`config.mk`:
```
export PLATFORM = sky130hd
export DESIGN_NAME = dualIssuePair
export DESIGN_NICKNAME = d
export VERILOG_FILES = /design/src/rtl/pairPkg.sv /design/src/rtl/pairHazardDp.sv /design/src/rtl/pairCtrl.sv /design/src/rtl/dualIssuePair.sv
export SDC_FILE = /design/constraint.sdc
export NUM_CORES = 1
export LEC_CHECK = 0
export ABC_AREA = 1
export BUFFER_PORTS_ARGS = -buffer_cell sky130_fd_sc_hd__buf_2
export CORE_ASPECT_RATIO = 0.7
export CORE_UTILIZATION = 55
export CTS_BUF_LIST = sky130_fd_sc_hd__clkbuf_4 sky130_fd_sc_hd__clkbuf_8
export DETAILED_ROUTE_END_ITERATION = 10
export GPL_TIMING_DRIVEN = 0
export PLACE_DENSITY = 0.92
export SLEW_MARGIN = 0
export SYNTH_ARGS = -nofsm -noshare
export SYNTH_HDL_FRONTEND = slang
export SYNTH_HIERARCHICAL = 1
export SYNTH_SLANG_ARGS = --single-unit
```
`constraint.sdc`:
```
create_clock -name clk -period 6.5 [get_ports clk]
set_input_delay 1.625 -clock clk [delete_from_list [all_inputs] [get_ports clk]]
set_output_delay 1.625 -clock clk [all_outputs]
set_load 0.1 [all_outputs]
```
`src/rtl/pairPkg.sv`:
```
package pairPkg;
  localparam int InstW = 32;
  localparam int RegW  = 5;

  typedef enum logic [1:0] {
    CLS_INT    = 2'b00,
    CLS_LOAD   = 2'b01,
    CLS_BRANCH = 2'b10,
    CLS_FP     = 2'b11
  } instClassE;

  typedef struct packed {
    instClassE       cls;
    logic [RegW-1:0] dst;
    logic [RegW-1:0] srcA;
    logic [RegW-1:0] srcB;
    logic [14:0]     spare;
  } instFieldsT;

  // strobes from control to datapath
  typedef struct packed {
    logic issueLeft;
    logic issueRight;
  } issueStrobeT;

  // hazard status from datapath to control
  typedef struct packed {
    logic leftBlocked;
    logic rightBlocked;
    logic rightDepOnLeft;
    logic leftIsFp;
    logic rightIsFp;
  } hazardStatT;

  function automatic logic writesDst(input instFieldsT f);
    return (f.cls != CLS_BRANCH) && (f.dst != '0);
  endfunction

  function automatic logic readsSrcB(input instFieldsT f);
    return f.cls != CLS_LOAD;
  endfunction

  function automatic logic readsReg(input instFieldsT f, input logic [RegW-1:0] r);
    return (r != '0) && ((f.srcA == r) || (readsSrcB(f) && (f.srcB == r)));
  endfunction
endpackage

```
`src/rtl/pairHazardDp.sv`:
```
module pairHazardDp
  import pairPkg::*;
#(
  parameter int LoadDelay = 1
) (
  input  logic                 clk,
  input  logic                 rstN,
  input  logic [InstW-1:0]     pktLeft,
  input  logic [InstW-1:0]     pktRight,
  input  issueStrobeT          strobe,
  output hazardStatT           stat
);
  localparam int NumRegs = 1 << RegW;
  localparam int CntW    = (LoadDelay < 1) ? 1 : $clog2(LoadDelay + 1);

  instFieldsT leftF;
  instFieldsT rightF;
  logic [NumRegs-1:0] pend;
  logic setLeft;
  logic setRight;

  assign leftF  = instFieldsT'(pktLeft);
  assign rightF = instFieldsT'(pktRight);

  assign setLeft  = strobe.issueLeft  && (leftF.cls  == CLS_LOAD) && (leftF.dst  != '0);
  assign setRight = strobe.issueRight && (rightF.cls == CLS_LOAD) && (rightF.dst != '0);

  // per-register pending-load countdown
  for (genvar r = 0; r < NumRegs; r++) begin : g_reg
    if (r == 0) begin : g_zero
      assign pend[r] = 1'b0;
    end else begin : g_cnt
      logic [CntW-1:0] cnt;
      logic            hit;
      assign hit = (setLeft  && (leftF.dst  == RegW'(r))) ||
                   (setRight && (rightF.dst == RegW'(r)));
      always_ff @(posedge clk) begin
        if (!rstN)              cnt <= '0;
        else if (hit)           cnt <= CntW'(LoadDelay);
        else if (cnt != '0)     cnt <= cnt - 1'b1;
      end
      assign pend[r] = (cnt != '0);
    end
  end

  function automatic logic srcBusy(input instFieldsT f, input logic [NumRegs-1:0] p);
    return p[f.srcA] || (readsSrcB(f) && p[f.srcB]);
  endfunction

  always_comb begin
    stat.leftBlocked    = srcBusy(leftF, pend);
    stat.rightBlocked   = srcBusy(rightF, pend);
    stat.rightDepOnLeft = writesDst(leftF) && readsReg(rightF, leftF.dst);
    stat.leftIsFp       = (leftF.cls == CLS_FP);
    stat.rightIsFp      = (rightF.cls == CLS_FP);
  end
endmodule

```
`src/rtl/pairCtrl.sv`:
```
module pairCtrl
  import pairPkg::*;
(
  input  logic        clk,
  input  logic        rstN,
  input  logic        flush,
  input  logic        pktValid,
  input  hazardStatT  stat,
  output issueStrobeT strobe,
  output logic [1:0]  issueValid,
  output logic        fetchHold
);
  logic leftDone;
  logic canPair;

  assign canPair = !stat.leftIsFp && stat.rightIsFp &&
                   !stat.rightDepOnLeft && !stat.rightBlocked;

  always_comb begin
    strobe    = '0;
    fetchHold = 1'b0;
    if (pktValid && !flush) begin
      if (!leftDone) begin
        strobe.issueLeft  = !stat.leftBlocked;
        strobe.issueRight = !stat.leftBlocked && canPair;
      end else begin
        strobe.issueRight = !stat.rightBlocked;
      end
      // the right slot is always last in the packet
      fetchHold = !strobe.issueRight;
    end
  end

  assign issueValid = {strobe.issueRight, strobe.issueLeft};

  always_ff @(posedge clk) begin
    if (!rstN || flush)          leftDone <= 1'b0;
    else if (strobe.issueRight)  leftDone <= 1'b0;
    else if (strobe.issueLeft)   leftDone <= 1'b1;
  end
endmodule

```
`src/rtl/dualIssuePair.sv`:
```
module dualIssuePair
  import pairPkg::*;
#(
  parameter int LoadDelay = 1
) (
  input  logic             clk,
  input  logic             rstN,
  input  logic             flush,
  input  logic             pktValid,
  input  logic [31:0]      pktLeft,
  input  logic [31:0]      pktRight,
  output logic [1:0]       issueValid,
  output logic             fetchHold
);
  issueStrobeT strobe;
  hazardStatT  stat;

  pairHazardDp #(.LoadDelay(LoadDelay)) u_dp (
    .clk(clk), .rstN(rstN), .pktLeft(pktLeft), .pktRight(pktRight),
    .strobe(strobe), .stat(stat)
  );

  pairCtrl u_ctrl (
    .clk(clk), .rstN(rstN), .flush(flush), .pktValid(pktValid),
    .stat(stat), .strobe(strobe), .issueValid(issueValid), .fetchHold(fetchHold)
  );
endmodule

```
==> results.ini <==
[outcome]
outcome=finished, final reports clean

[min_path]
holdCritPathClass=reg -> reg

[flow_run]
drv_cap=0

[clocking]
cts_max_level=2
cts_hold_buf=0
cts_root_buffer=clkbuf_8
clkSlewWorstSetupHoldPaths_ns=0.07
cts_tree=done
post_cts_buffers=0
cts_buffers=5
cts_buffer_depth=2
cts_resized=0
clk_latency_ns=0.30
cts_num_sinks=32

[sta]
layout_min_cycle_time_ns=5.33
rsz0062_at_grt=no
tns_ns=0
post-route-period-util=0.819
worst_pin_slew_ns=0.534
skew_ns=0.00794
maxSlewHeadroom=0.644
hold_violations=0
slew_viol_final=0
setup_viol_count_final=0
fmax_ghz=0.188

[synth]
async_reset_ff_frac=0
synth_flop_cell=dfxtp_1
ys_seq_area_frac=0.212
synth_most_common_cell=nand2_1
yosysUniqueCellTypes=29
synthTopCellsByArea=dfxtp_1, nand2_1, nand3_1, inv_1, nor2_1
synthTopCellsByCount=nand2_1, nand3_1, inv_1, nor2_1, dfxtp_1
ys_warn_count=6
yosys.area.top_type=dfxtp_1
syn-num-nets=615
avgSynthCellArea_um2=5.51
synth_top_area_frac=0.212
synth-edff-count=0
synth_seq_cells=32
syn_inst=547
syn_area_um2=3020

[setup_path]
slowest_delay_ns=0.42
path_max_fanout=10
worst-path-buf-inv=4
cp-start-kind=input port
crit_chain=clkbuf_1 -> buf_2 -> nand2_1 -> o211ai_1 -> nand3_1 -> nand3_1 -> nand3b_1 -> nand2_1 -> nand2_1 -> nor2_1 -> nand2_1 -> nand2_1 -> nand3_1 -> inv_1 -> buf_2
cp_common_cell=nand2_1
path_class=in -> out
arrival_ns=3.70
crit_family=buffers and inverters
critical-path-slowest-cell=buf_2
crit_required_ns=4.88
cp-end-kind=primary output

[drt]
post_drt_wl_per_cell_um=16.4
wirelength_um=10800
drt_pass1_iterations=5
first_iter_violations=657
viasPerCell=5.98
postRouteAntennaNets=0
remaining_drc_errors=0
vias=3936

[grt]
grt_pass1_wl_um=17100
antenna_found_initial=0
grt_pass1_vias=3422
gr-total-overflow=0
track_usage=0.380
grt_max_degree=11

[final_layout]
regArea_um2=641
areaGrowthSynthToFinish_pct=12.3
antennaDiodeCount=0
multi_input_area_um2=1930
fillCellCount=519
fin_nets=653
drive_above_1_share=0.130
final_area_um2=3390

[floorplanning]
start_util=0.574
row_count=22
die_h_um=64.0
io_pins=71
fp.dieW_um=90.5
core-area_um2=5260
die_area_um2=5790

[power_and_ir_drop]
p_per_area_nw_per_um2=160
p_leak_uw=0.00165
ir_worst_vdd_mv=0.105

[placed_design]
place_hpwl_um=8170
port_buffers=31
routabilityCongestion=1.05
placed_area_um2=3260

[per-layer routing]
layer | share of wire | up-vias | track usage
met5 | 0 | - | 0
met3 | 0.15 | 34 | 0.137
li1 | - | 1843 | -
met4 | 0.026 | 0 | 0.103
met1 | 0.42 | 1754 | 0.513
met2 | 0.41 | 305 | 0.570
[layout by cell type, fill, tap and decap left out, types with 2 or more instances in the layout]
cell type and n:
inv_1 76, nand2_1 166, clkbuf_8 7, nand4_1 2, inv_2 3, clkbuf_1 5
o211ai_1 17, buf_4 5, nor3_4 2, o22ai_1 6, nand2_2 3, o21ai_0 3
buf_2 48, xnor2_1 2, nor2_4 3, a22oi_1 5, nand3_1 119, a21oi_1 28
nor2_1 42, nand3b_1 2, dfxtp_1 32
[per-stage QoR]
stage	power, uW	utilization	std cells	setup slack, ns	hold WS [ns]
after global placement	324	0.620	650	1.31	0.554
after detailed placement	326	0.620	650	1.27	0.575
after global routing	567	0.644	658	0.999	0.621
after floorplan	290	-	547	0.827	0.533
final	541	0.644	658	1.17	0.587
after CTS	538	0.644	658	1.26	0.587
[worst register-to-register path: stages (launching register included)]
cell and delay [ns]:
dfxtp_1 0.30, inv_1 0.20, nand2_1 0.09, o211ai_1 0.13, nand3_1 0.10, nand3_1 0.08
nand3b_1 0.08, nand2_1 0.09, nand2_1 0.15, nor2_1 0.14, nand2_1 0.06, nand2_1 0.07
nand3_1 0.10, inv_1 0.08, buf_4 0.10, inv_1 0.03, nor2_1 0.11, nand2_1 0.14
nor2_4 0.19, buf_4 0.22, nand2_1 0.07, a21oi_1 0.24
[sequential cells by signal, indices dropped and copies added, names as in the netlist]
register and flops:
u_ctrl/leftDone 1, u_dp/g.g_cnt.cnt 31
[where the power goes]
part	total (uW)	internal, uW	switching (uW)	leakage [uW]
combinational	131	42.0	89.2	0.00132
sequential	196	196	0.173	0.000258
clock	214	135	78.6	0.0000645
total	541	374	168	0.00165
[cells by family (layout without fill, tap and decap cells)]
group,Yosys count,after routing,synth area share
XOR/XNOR,3,3,0.00872
AO/OA/AOI/OAI,62,62,0.127
AND/OR/NAND/NOR,343,343,0.504
flip-flops,32,32,0.212
buffers and inverters,107,146,0.148
[path summary, 6_finish.rpt]
| check | from | endpoint | slack (ns) | depth (start not counted) |
|---|---|---|---|---|
| worst min-delay path | u_ctrl/leftDone | u_ctrl/leftDone | 0.59 | 4 |
| worst max-delay path | pktLeft[20] | issueValid[1] | 1.17 | 15 |
| worst min register to register | u_ctrl/leftDone | u_ctrl/leftDone | 0.59 | 4 |
| worst max register to register | u_dp/g_reg[15].g_cnt.cnt | u_dp/g_reg[9].g_cnt.cnt | 3.65 | 21 |
[cell type report]
type	instances	area share
multi-input combinational	408	0.569
clock inverter	1	0.00887
buffer	27	0.0417
clock buffer	7	0.0284
sequential	32	0.189
timing repair buffer	31	0.0458
tap	72	0.0266
inverter	80	0.0901
(Power assumes the default switching activity.)
